## src/rtl/exc_frame_pkg.sv

```systemverilog
package exc_frame_pkg;

    // Sequencer states
    typedef enum logic [2:0] {
        S_IDLE     = 3'd0,
        S_PUSH_PAD = 3'd1,
        S_PUSH     = 3'd2,
        S_POP      = 3'd3,
        S_DONE     = 3'd4,
        S_FAULT    = 3'd5
    } seq_state_e;

    // Meaning of a return code
    typedef enum logic [1:0] {
        RET_HND_MAIN = 2'd0,
        RET_THR_MAIN = 2'd1,
        RET_THR_PROC = 2'd2,
        RET_BAD      = 2'd3
    } ret_kind_e;

    localparam logic [3:0] NIB_HND_MAIN = 4'h1;
    localparam logic [3:0] NIB_THR_MAIN = 4'h9;
    localparam logic [3:0] NIB_THR_PROC = 4'hD;

endpackage

```

## src/rtl/exc_code_unit.sv

```systemverilog
module exc_code_unit
    import exc_frame_pkg::*;
#(
    parameter int DW = 32
) (
    input  logic [DW-1:0] ret_target,
    input  logic          cur_handler,
    input  logic          cur_use_psp,
    output logic          is_magic,
    output ret_kind_e     kind,
    output logic [DW-1:0] entry_code
);

    logic [3:0] entry_nib;

    assign is_magic = &ret_target[DW-1:4];

    always_comb begin
        unique case (ret_target[3:0])
            NIB_HND_MAIN: kind = RET_HND_MAIN;
            NIB_THR_MAIN: kind = RET_THR_MAIN;
            NIB_THR_PROC: kind = RET_THR_PROC;
            default:      kind = RET_BAD;
        endcase
    end

    always_comb begin
        if (cur_handler)      entry_nib = NIB_HND_MAIN;
        else if (cur_use_psp) entry_nib = NIB_THR_PROC;
        else                  entry_nib = NIB_THR_MAIN;
    end

    assign entry_code = {{(DW-4){1'b1}}, entry_nib};

endmodule

```

## src/rtl/frame_addr_gen.sv

```systemverilog
module frame_addr_gen #(
    parameter int DW     = 32,
    parameter int NWORDS = 8
) (
    input  logic [DW-1:0] sp_entry,
    output logic [DW-1:0] fp_entry,
    output logic          pad_entry,
    input  logic [DW-1:0] pop_fp,
    input  logic          pop_pad,
    output logic [DW-1:0] pop_sp
);

    localparam logic [DW-1:0] FRAME_BYTES = DW'(NWORDS * 4);
    localparam logic [DW-1:0] WORD_BYTES  = DW'(4);

    logic [DW-1:0] raw_fp;

    // Frame start is rounded down to an 8-byte boundary
    assign raw_fp    = sp_entry - FRAME_BYTES;
    assign fp_entry  = {raw_fp[DW-1:3], 3'b000};
    assign pad_entry = sp_entry[2];

    assign pop_sp = pop_fp + FRAME_BYTES + (pop_pad ? WORD_BYTES : '0);

endmodule

```

## src/rtl/frame_seq.sv

```systemverilog
module frame_seq
    import exc_frame_pkg::*;
#(
    parameter int NWORDS = 8,
    parameter int IW     = $clog2(NWORDS)
) (
    input  logic          clk,
    input  logic          rst_n,
    input  logic          go_push,
    input  logic          go_pop,
    input  logic          go_fault,
    input  logic          with_pad,
    input  logic          mem_ready,
    output seq_state_e    state,
    output logic [IW-1:0] slot,
    output logic          mem_valid,
    output logic          mem_write,
    output logic          busy,
    output logic          done,
    output logic          fault
);

    localparam logic [IW-1:0] TOP_SLOT = IW'(NWORDS - 1);

    seq_state_e    state_q, state_d;
    logic [IW-1:0] slot_q, slot_d;
    logic          hs;

    // State register
    always_ff @(posedge clk or negedge rst_n) begin
        if (!rst_n) begin
            state_q <= S_IDLE;
            slot_q  <= '0;
        end else begin
            state_q <= state_d;
            slot_q  <= slot_d;
        end
    end

    // Next state and slot
    always_comb begin
        state_d = state_q;
        slot_d  = slot_q;
        unique case (state_q)
            S_IDLE: begin
                if (go_push) begin
                    state_d = with_pad ? S_PUSH_PAD : S_PUSH;
                    slot_d  = TOP_SLOT;
                end else if (go_pop) begin
                    state_d = S_POP;
                    slot_d  = '0;
                end else if (go_fault) begin
                    state_d = S_FAULT;
                end
            end
            S_PUSH_PAD: begin
                if (hs) state_d = S_PUSH;
            end
            S_PUSH: begin
                if (hs) begin
                    if (slot_q == '0) state_d = S_DONE;
                    else              slot_d  = slot_q - 1'b1;
                end
            end
            S_POP: begin
                if (hs) begin
                    if (slot_q == TOP_SLOT) state_d = S_DONE;
                    else                    slot_d  = slot_q + 1'b1;
                end
            end
            S_DONE:  state_d = S_IDLE;
            S_FAULT: state_d = S_IDLE;
            default: state_d = S_IDLE;
        endcase
    end

    // Outputs
    always_comb begin
        mem_valid = 1'b0;
        mem_write = 1'b0;
        done      = 1'b0;
        fault     = 1'b0;
        unique case (state_q)
            S_PUSH_PAD, S_PUSH: begin
                mem_valid = 1'b1;
                mem_write = 1'b1;
            end
            S_POP:   mem_valid = 1'b1;
            S_DONE:  done      = 1'b1;
            S_FAULT: fault     = 1'b1;
            default: ;
        endcase
    end

    assign hs    = mem_valid & mem_ready;
    assign busy  = mem_valid;
    assign state = state_q;
    assign slot  = slot_q;


    hold_on_stall_chk: assert property (@(posedge clk) disable iff (!rst_n)
        (mem_valid && !mem_ready) |=> (mem_valid && $stable(state_q) && $stable(slot_q)));


    done_not_busy_chk: assert property (@(posedge clk) disable iff (!rst_n)
        done |-> !busy);


    fault_single_chk: assert property (@(posedge clk) disable iff (!rst_n)
        fault |=> !fault);


    done_single_chk: assert property (@(posedge clk) disable iff (!rst_n)
        done |=> !done);

endmodule

```

## src/rtl/exc_frame_unit.sv

```systemverilog
module exc_frame_unit
    import exc_frame_pkg::*;
#(
    parameter int DW        = 32,
    parameter int NWORDS    = 8,
    parameter int RA_SLOT   = 6,
    parameter int STAT_SLOT = 7,
    parameter int ALIGN_BIT = 9
) (
    input  logic                 clk,
    input  logic                 rst_n,
    input  logic                 entry_req,
    input  logic [NWORDS*DW-1:0] cur_words,
    input  logic                 cur_handler,
    input  logic                 cur_use_psp,
    input  logic [DW-1:0]        msp_in,
    input  logic [DW-1:0]        psp_in,
    input  logic                 ret_req,
    input  logic [DW-1:0]        ret_target,
    output logic                 mem_valid,
    output logic                 mem_write,
    output logic [DW-1:0]        mem_addr,
    output logic [DW-1:0]        mem_wdata,
    input  logic                 mem_ready,
    input  logic [DW-1:0]        mem_rdata,
    output logic                 busy,
    output logic                 done,
    output logic                 fault,
    output logic                 upd_sp_sel,
    output logic [DW-1:0]        upd_sp_val,
    output logic                 upd_lr_en,
    output logic [DW-1:0]        upd_lr_val,
    output logic                 rest_valid,
    output logic [NWORDS*DW-1:0] rest_words,
    output logic                 rest_handler,
    output logic                 rest_use_psp
);

    localparam int              IW          = $clog2(NWORDS);
    localparam logic [DW-1:0]   FRAME_BYTES = DW'(NWORDS * 4);

    seq_state_e                 st;
    logic [IW-1:0]              slot;
    logic                       is_magic;
    ret_kind_e                  kind;
    logic [DW-1:0]              entry_code;
    logic                       idle, go_push, go_pop, go_fault;
    logic [DW-1:0]              entry_sp, ret_sp, fp_entry, pop_sp;
    logic                       pad_entry;
    logic [NWORDS-1:0][DW-1:0]  ent_w, words_q, rest_w;
    logic [DW-1:0]              fp_q, lr_q;
    logic                       entry_q, sel_psp_q, hnd_q;

    exc_code_unit #(.DW(DW)) u_code (
        .ret_target  (ret_target),
        .cur_handler (cur_handler),
        .cur_use_psp (cur_use_psp),
        .is_magic    (is_magic),
        .kind        (kind),
        .entry_code  (entry_code)
    );

    assign entry_sp = (!cur_handler && cur_use_psp) ? psp_in : msp_in;
    assign ret_sp   = (kind == RET_THR_PROC) ? psp_in : msp_in;

    frame_addr_gen #(.DW(DW), .NWORDS(NWORDS)) u_addr (
        .sp_entry  (entry_sp),
        .fp_entry  (fp_entry),
        .pad_entry (pad_entry),
        .pop_fp    (fp_q),
        .pop_pad   (words_q[STAT_SLOT][ALIGN_BIT]),
        .pop_sp    (pop_sp)
    );

    assign idle     = (st == S_IDLE);
    assign go_push  = idle & entry_req;
    assign go_pop   = idle & !entry_req & ret_req & is_magic & (kind != RET_BAD);
    assign go_fault = idle & !entry_req & ret_req & is_magic & (kind == RET_BAD);

    frame_seq #(.NWORDS(NWORDS), .IW(IW)) u_seq (
        .clk       (clk),
        .rst_n     (rst_n),
        .go_push   (go_push),
        .go_pop    (go_pop),
        .go_fault  (go_fault),
        .with_pad  (pad_entry),
        .mem_ready (mem_ready),
        .state     (st),
        .slot      (slot),
        .mem_valid (mem_valid),
        .mem_write (mem_write),
        .busy      (busy),
        .done      (done),
        .fault     (fault)
    );

    // Entry frame: return address bit 0 cleared, status alignment bit replaced
    always_comb begin
        ent_w                       = cur_words;
        ent_w[RA_SLOT][0]           = 1'b0;
        ent_w[STAT_SLOT][ALIGN_BIT] = pad_entry;
    end

    always_ff @(posedge clk or negedge rst_n) begin
        if (!rst_n) begin
            words_q   <= '0;
            fp_q      <= '0;
            lr_q      <= '0;
            entry_q   <= 1'b0;
            sel_psp_q <= 1'b0;
            hnd_q     <= 1'b0;
        end else begin
            if (go_push) begin
                words_q   <= ent_w;
                fp_q      <= fp_entry;
                lr_q      <= entry_code;
                entry_q   <= 1'b1;
                sel_psp_q <= !cur_handler && cur_use_psp;
            end else if (go_pop) begin
                fp_q      <= ret_sp;
                entry_q   <= 1'b0;
                sel_psp_q <= (kind == RET_THR_PROC);
                hnd_q     <= (kind == RET_HND_MAIN);
            end
            if (st == S_POP && mem_ready) begin
                words_q[slot] <= mem_rdata;
            end
        end
    end

    always_comb begin
        if (st == S_PUSH_PAD) begin
            mem_addr  = fp_q + FRAME_BYTES;
            mem_wdata = '0;
        end else begin
            mem_addr  = fp_q + {{(DW-IW-2){1'b0}}, slot, 2'b00};
            mem_wdata = words_q[slot];
        end
    end

    always_comb begin
        rest_w                       = words_q;
        rest_w[STAT_SLOT][ALIGN_BIT] = 1'b0;
    end

    assign upd_sp_sel   = sel_psp_q;
    assign upd_sp_val   = entry_q ? fp_q : pop_sp;
    assign upd_lr_en    = done & entry_q;
    assign upd_lr_val   = lr_q;
    assign rest_valid   = done & !entry_q;
    assign rest_words   = rest_w;
    assign rest_handler = hnd_q;
    assign rest_use_psp = sel_psp_q;


    addr_word_chk: assert property (@(posedge clk) disable iff (!rst_n)
        mem_valid |-> (mem_addr[1:0] == 2'b00));


    frame_align_chk: assert property (@(posedge clk) disable iff (!rst_n)
        upd_lr_en |-> (upd_sp_val[2:0] == 3'b000));


    lr_magic_chk: assert property (@(posedge clk) disable iff (!rst_n)
        upd_lr_en |-> (&upd_lr_val[DW-1:4]));


    status_flag_clear_chk: assert property (@(posedge clk) disable iff (!rst_n)
        rest_valid |-> !rest_words[STAT_SLOT*DW + ALIGN_BIT]);


    fault_quiet_chk: assert property (@(posedge clk) disable iff (!rst_n)
        fault |-> (!mem_valid && !done));


    req_stable_chk: assert property (@(posedge clk) disable iff (!rst_n)
        (mem_valid && !mem_ready) |=> ($stable(mem_addr) && $stable(mem_wdata) && $stable(mem_write)));

endmodule

```

## config.mk

```make
export PLATFORM = sky130hd
export DESIGN_NAME = exc_frame_unit
export DESIGN_NICKNAME = d
export VERILOG_FILES = /design/src/rtl/exc_frame_pkg.sv /design/src/rtl/exc_code_unit.sv /design/src/rtl/frame_addr_gen.sv /design/src/rtl/frame_seq.sv /design/src/rtl/exc_frame_unit.sv
export SDC_FILE = /design/constraint.sdc
export NUM_CORES = 1
export LEC_CHECK = 0
export ABC_CLOCK_PERIOD_IN_PS = 7800
export BUFFER_PORTS_ARGS = -buffer_cell sky130_fd_sc_hd__buf_4
export CAP_MARGIN = 20
export CORE_AREA = 2 2 309 311
export CTS_CLUSTER_DIAMETER = 50
export DETAILED_ROUTE_END_ITERATION = 10
export DIE_AREA = 0 0 311 313
export PLACE_DENSITY = 0.46
export SETUP_SLACK_MARGIN = 0.02
export SYNTH_ARGS = -nofsm -noshare
export SYNTH_HDL_FRONTEND = slang
export SYNTH_SLANG_ARGS = --single-unit
```

## constraint.sdc

```tcl
create_clock -name clk -period 7.8 [get_ports clk]
set_input_delay 0.39 -clock clk [delete_from_list [all_inputs] [get_ports clk]]
set_output_delay 0.39 -clock clk [all_outputs]
set_load 0.005 [all_outputs]
```

==> impl_metrics.py, run 1 <==
metrics = {
    "min_path": {
        "hp-start": "cur_words[17]",
        "whs_endpoint": "rest_words[17]",
        "hold_path_depth": 3,
        "hp-class": "in2reg",
    },
    "routing": {
        "via_per_inst": 4.840,
        "route.detailed.wl_per_inst_um": 25.93,
        "drt_iter0_markers": 1715,
        "drc": 0,
        "via_count": 21090,
        "final_antenna_net_count": 0,
        "wl_mm": 113.0,
        "drt_first_pass_iters": 7,
    },
    "place": {
        "place.gp.congestion": 0.8851,
        "placed_area_um2": 26210,
        "place_ws_ns": 3.584,
        "port_buffers": 780,
        "place_inst": 4195,
        "dp_hpwl_mm": 81.61,
    },
    "sta": {
        "setup_tns_ns": 0,
        "hold_slack_ns": 0.03024,
        "hold_viol_final": 0,
        "fin_skew_ns": 0.02889,
        "worst_pin_slew_ns": 1.056,
        "rsz0062_at_grt": "false",
        "postLayoutSetupSlackWorst_ns": 2.963,
        "slew_headroom_pct": 29.45,
        "fin_crit_sh_pct": 62.02,
        "max_freq_mhz": 206.7,
        "setup_viol": 0,
        "drv_slew": 0,
        "fin_crit_ns": 4.837,
    },
    "setup_path": {
        "worstSetupEndpointType": "output pin",
        "cp-start-kind": "register",
        "crit_path_max_fanout": 13,
        "slowest_delay_ns": 0.62,
        "cp_cell_sequence": "ha_1 > nand4_2 > nor2_1 > xnor2_1 > nor3_1 > nand4_1 > or3_1 > o311ai_1 > buf_4",
        "timing.rr.start": "u_seq.slot[1]",
        "required_ns": 7.41,
        "r2r-end": "rest_words[195]",
        "crit_path_top_delay_cell": "dfrtp_1",
        "worstSetupPathType": "reg2out",
        "cp.arrival_ns": 4.45,
        "reg2reg_slack_ns": 4.03,
        "ff2ff_path_depth": 5,
    },
    "die": {
        "core_area_um2": 94160,
        "io_pins": 785,
        "die_h_um": 313,
        "dieArea_um2": 97340,
        "start_util_pct": 20.82,
        "fp.dieW_um": 311,
        "rows": 113,
    },
    "logic_synthesis": {
        "async_flop_share_pct": 100.0,
        "synth_cell_types": 71,
        "synth_area_um2": 19600,
        "ys_ff_latch": 300,
        "yosysTopAreaCell": "dfrtp_1",
        "synth_top_area_share_pct": 38.29,
        "synth-edff-count": 0,
        "syn_inst": 2382,
        "yosys_warnings": 0,
        "syn_avg_cell_area_um2": 8.230,
        "synth.top_cells.by_area": "dfrtp_1, nand2_1, mux2i_1, a31oi_1, o21ai_0",
        "synthFlopType": "dfrtp_1",
        "synth_seq_area_share_pct": 38.29,
    },
    "finish": {
        "final_cell_mix": "buf_4, nand2_1, dfrtp_1",
        "fin_nets": 3442,
        "multiInputGateArea_um2": 10950,
        "fin_area_um2": 28720,
        "register_area_um2": 7518,
        "layout-drive-gt1-share_pct": 32.45,
        "syn_to_final_growth_pct": 46.49,
        "finalNonFillerCells": 4358,
        "final_util_pct": 30.50,
        "num-fill-cells": 10230,
        "layout_commonest_cell": "buf_4",
    },
    "power": {
        "ir_worst_vdd_mv": 0.1797,
        "switching_power_mw": 4.971,
        "internal-power_mw": 6.629,
        "power_mw": 11.60,
        "p_clk_share_pct": 22.1,
        "power_per_cell_area_nw_per_um2": 404.0,
        "leakage_nw": 12.45,
        "switching_share_pct": 42.85,
        "pwr-share-seq_pct": 29.5,
        "p_comb_share_pct": 48.3,
    },
    "flow_run": {
        "drv_cap": 0,
    },
    "global_routing": {
        "antenna_found_initial": 17,
        "grt_pass1_wl_mm": 158.7,
        "grt_max_degree": 152,
        "grt_usage_pct": 22.24,
        "grt_pass1_vias": 20470,
        "gr-total-overflow": 0,
    },
    "status": {
        "status": "completed",
    },
    "cts": {
        "post-cts-setup-buffers": 0,
        "clock-sinks": 300,
        "clkLatencyLatePin_ns": 0.63,
        "htree_num_levels": 2,
        "root_buffer": "clkbuf_16",
        "cts_tree": "yes",
        "cts_buffer_depth": 3,
        "numCtsBuffers": 55,
        "path_clk_slew_ns": 0.06,
    },
}
==> flip-flops by register name (all words and copies together), names as in the netlist <==
name and count:
u_seq.slot 3, upd_lr_val 3, u_seq.state 3, rest_words 255
words_q 1, rest_use_psp 1, rest_handler 1, entry_q 1
fp_q 32
==> cells in the mapped netlist, types with 44 or more instances <==
library cell / count
a21oi_1: 63
a221oi_1: 57
a31oi_1: 139
clkbuf_1: 147
dfrtp_1: 300
mux2_2: 63
mux2i_1: 168
nand2_1: 490
nand3_1: 46
nor2_1: 214
o21ai_0: 161
xor2_1: 44
==> per-layer routing <==
metal / vias to the layer above / routed length [um] / GRT usage [%]
li1: 9759 / - / -
met1: 10340 / 46530 / 27.60
met2: 838 / 55770 / 38.62
met3: 137 / 8262 / 5.796
met4: 16 / 2330 / 4.886
met5: - / 103 / 0
==> worst max-delay path by stage <==
stage / slack, ns / cells past startpoint / start / endpoint
after floorplan: 4.08 / 13 / cur_use_psp / fp_q[27]
after global placement: 3.55 / 6 / u_seq.slot[1] / mem_wdata[23]
after detailed placement: 3.58 / 9 / fp_q[5] / upd_sp_val[31]
after CTS: 2.91 / 6 / u_seq.slot[1] / mem_wdata[23]
after global routing: 2.75 / 9 / fp_q[5] / upd_sp_val[31]
final: 2.96 / 9 / fp_q[5] / upd_sp_val[31]
==> layout make-up <==
type / count / area share [%]
Multi-Input combinational cell: 1810 / 38.15
Sequential cell: 300 / 26.18
Clock inverter: 30 / 1.438
Tap cell: 1265 / 5.512
Inverter: 10 / 0.1307
Clock buffer: 71 / 5.355
Antenna cell: 8 / 0.06971
Timing Repair Buffer: 864 / 23.17
==> critical path: cells and delay by family (launching register included) <==
family | cells | cell delay [ns]
XOR/XNOR | 1 | 0.14
AO/OA/AOI/OAI | 1 | 0.47
AND/OR/NAND/NOR | 5 | 1.84
buffers and inverters | 1 | 0.21
adder cells (fa/ha/maj) | 1 | 0.55
flip-flops | 1 | 0.62
==> timing repair <==
action | 4_1_cts | 5_1_grt
hold buffers | 54 | 0
resized for setup | 0 | 0
setup endpoints to repair | 0 | 0
endpoints found under the hold margin | 129 | 0
==> power groups by stage <==
stage	combinational [mW]	sequential [mW]	clock [mW]
6_report	5.61	3.43	2.57
5_1_grt	6.03	3.53	2.70
4_1_cts	5.66	3.42	2.62
3_5_place_dp	5.62	3.42	0
3_3_place_gp	5.59	3.44	0
2_1_floorplan	2.70	2.89	0
==> cells by family after synthesis <==
| logic type | share of synthesized area [%] |
|---|---|
| XOR/XNOR | 3.529 |
| AND/OR/NAND/NOR | 20.64 |
| AO/OA/AOI/OAI | 18.28 |
| adder cells (fa/ha/maj) | 0.7149 |
| buffers and inverters | 6.325 |
| flip-flops | 38.29 |
| multiplexers | 12.20 |
| other | 0.01913 |
Power figures use the tool's default switching activity.
==> run 2, diff against run 1 <==
- ABC_CLOCK_PERIOD_IN_PS: 7800 -> 4880
- CORE_AREA: 2 2 309 311 -> 2 2 303 305
- DIE_AREA: 0 0 311 313 -> 0 0 305 307
- PLACE_DENSITY: 0.46 -> 0.47
- clock period: 7.8 -> 4.88 ns (I/O delays scaled with it)
==> impl_metrics.py, run 2 (same netlist as run 1, synthesis figures left out) <==
metrics = {
    "status": {
        "status": "completed",
    },
    "finish": {
        "largest_register_ffs": 255,
        "syn_to_final_growth_pct": 69.96,
        "fin_area_um2": 33320,
        "layout_commonest_cell": "buf_4",
        "multiInputGateArea_um2": 10950,
        "num-fill-cells": 9428,
        "layout-drive-gt1-share_pct": 28.67,
        "register_area_um2": 7518,
        "final_cell_mix": "buf_4, dlygate4sd3_1, nand2_1",
        "fin_nets": 3903,
    },
    "global_routing": {
        "grt_pass1_vias": 23330,
        "top_usage_layer": "met2",
        "gr-total-overflow": 0,
        "grt_usage_pct": 23.89,
        "grt_util_met3_pct": 5.389,
        "antenna_found_initial": 21,
        "grt_util_met1_pct": 29.23,
        "grt_pass1_wl_mm": 166.1,
        "grt_max_degree": 164,
        "use_met2_pct": 41.08,
    },
    "setup_path": {
        "required_ns": 4.64,
        "ff2ff_path_depth": 9,
        "cp.depth": 9,
        "reg2reg_slack_ns": 0.77,
        "worstSetupPathType": "reg2out",
        "critPathLaunch": "fp_q[5]",
        "timing.rr.start": "u_seq.state[1]",
        "crit_path_top_delay_cell": "dfrtp_1",
        "cp-start-kind": "register",
        "cp_top_family": "simple AND/OR/NAND/NOR gates",
        "crit_path_max_fanout": 13,
        "cp_cell_sequence": "ha_2 > and4_1 > and2_1 > nand3_2 > xor2_1 > or4b_1 > or3_1 > o311ai_1 > buf_4",
        "worstSetupEndpointType": "output pin",
        "worst-path-buf-inv": 1,
        "cp.arrival_ns": 4.18,
        "r2r-end": "fp_q[18]",
        "slowest_delay_ns": 0.62,
    },
    "sta": {
        "max_freq_mhz": 226.0,
        "setup_tns_ns": 0,
        "fin_crit_ns": 4.425,
        "slew_headroom_pct": 4.873,
        "fin_crit_sh_pct": 90.67,
        "drv_slew": 0,
        "hold_viol_final": 0,
        "postLayoutSetupSlackWorst_ns": 0.4552,
        "setup_viol": 0,
        "rsz0062_at_grt": "false",
        "fin_skew_ns": 0.03270,
        "worst_pin_slew_ns": 1.427,
    },
    "min_path": {
        "hp-start": "psp_in[6]",
        "hp-class": "in2reg",
        "hold_path_depth": 5,
        "whs_endpoint": "fp_q[6]",
    },
    "cts": {
        "path_clk_slew_ns": 0.05,
        "htree_num_levels": 2,
        "clkLatencyLatePin_ns": 0.63,
        "root_buffer": "clkbuf_16",
        "numCtsBuffers": 57,
        "post-cts-setup-buffers": 0,
        "clock-sinks": 300,
        "cts_buffer_depth": 3,
        "cts_tree": "yes",
    },
    "die": {
        "io_pins": 785,
        "start_util_pct": 21.62,
        "core_area_um2": 90690,
        "die_h_um": 307,
        "rows": 111,
        "fp.dieW_um": 305,
        "dieArea_um2": 93640,
    },
    "place": {
        "placed_area_um2": 26230,
        "place.gp.congestion": 0.8713,
        "dp_hpwl_mm": 82.93,
        "place_ws_ns": 0.9244,
        "port_buffers": 780,
    },
    "routing": {
        "drc": 0,
        "wl_mm": 116.3,
        "drt_iter0_markers": 1701,
        "drt_first_pass_iters": 5,
        "via_count": 23310,
        "via_per_inst": 4.912,
        "final_antenna_net_count": 0,
        "route.detailed.wl_per_inst_um": 24.52,
    },
    "power": {
        "power_per_cell_area_nw_per_um2": 615.1,
        "leakage_nw": 14.52,
        "ir_worst_vdd_mv": 0.3053,
    },
    "flow_run": {
        "drv_cap": 0,
    },
}
==> run 2: cell count changes in the layout (fill, tap and decap cells not counted), moves of 2 or more <==
| cell | before | now |
|---|---|---|
| clkinvlp_4 | 7 | 9 |
| buf_12 | 2 | 5 |
| buf_4 | 807 | 815 |
| clkinv_2 | 6 | 4 |
| inv_6 | 4 | 6 |
| clkbuf_1 | 7 | 9 |
| dlygate4sd3_1 | 54 | 502 |
==> run 2: where the power goes <==
part	switching (mW)	internal, mW	total (mW)
clock network	1.56	2.71	4.27
logic	5.10	5.71	10.8
registers	1.72	3.70	5.42
==> run 2: worst max-delay path by stage <==
stage / end
2_1_floorplan: fp_q[27]
3_3_place_gp: upd_sp_val[31]
3_5_place_dp: upd_sp_val[31]
4_1_cts: upd_sp_val[31]
5_1_grt: upd_sp_val[31]
6_report: upd_sp_val[31]
==> run 2: cell type report <==
type | instances | area share, %
Antenna cell | 8 | 0.06008
Tap cell | 1186 | 4.454
Timing Repair Buffer | 1323 | 33.79
Inverter | 10 | 0.1127
Clock buffer | 73 | 4.671
Sequential cell | 300 | 22.56
Multi-Input combinational cell | 1810 | 32.88
Clock inverter | 35 | 1.472
==> run 2: tightest hold or removal path, stage by stage <==
cell      delay (ns)
buf_4           0.09
nand2_1         0.04
nand3_1         0.08
o211ai_1        0.09
o21ai_0         0.07
==> run 2: stage by stage <==
step                      total power, mW  hold slack [ns]  utilization [%]  std cells
after detailed placement            14.51           0.2987            28.92       4127
after CTS                           20.50         0.001617            36.71       4737
final                               20.50          0.05212            36.74       4745
after global routing                21.59          0.05348            36.74       4744
after floorplan                     8.934         -0.05159                -       2383
after global placement              14.48           0.2968            28.92       4127
==> run 2: metal layers <==
metal  part of all wire (%)  vias to the layer above  wire (um)
met3                    6.7                      209       7830
met1                     41                    11460      47630
met2                     49                      931      56520
met5                   0.13                        -        149
met4                    3.6                       22       4197
li1                       -                    10680          -
==> run 2: timing repair <==
item,in CTS,in global routing
hold buffers,502,0
resized for setup,0,1
endpoints found under the setup margin,0,1
endpoints found under the hold margin,343,0
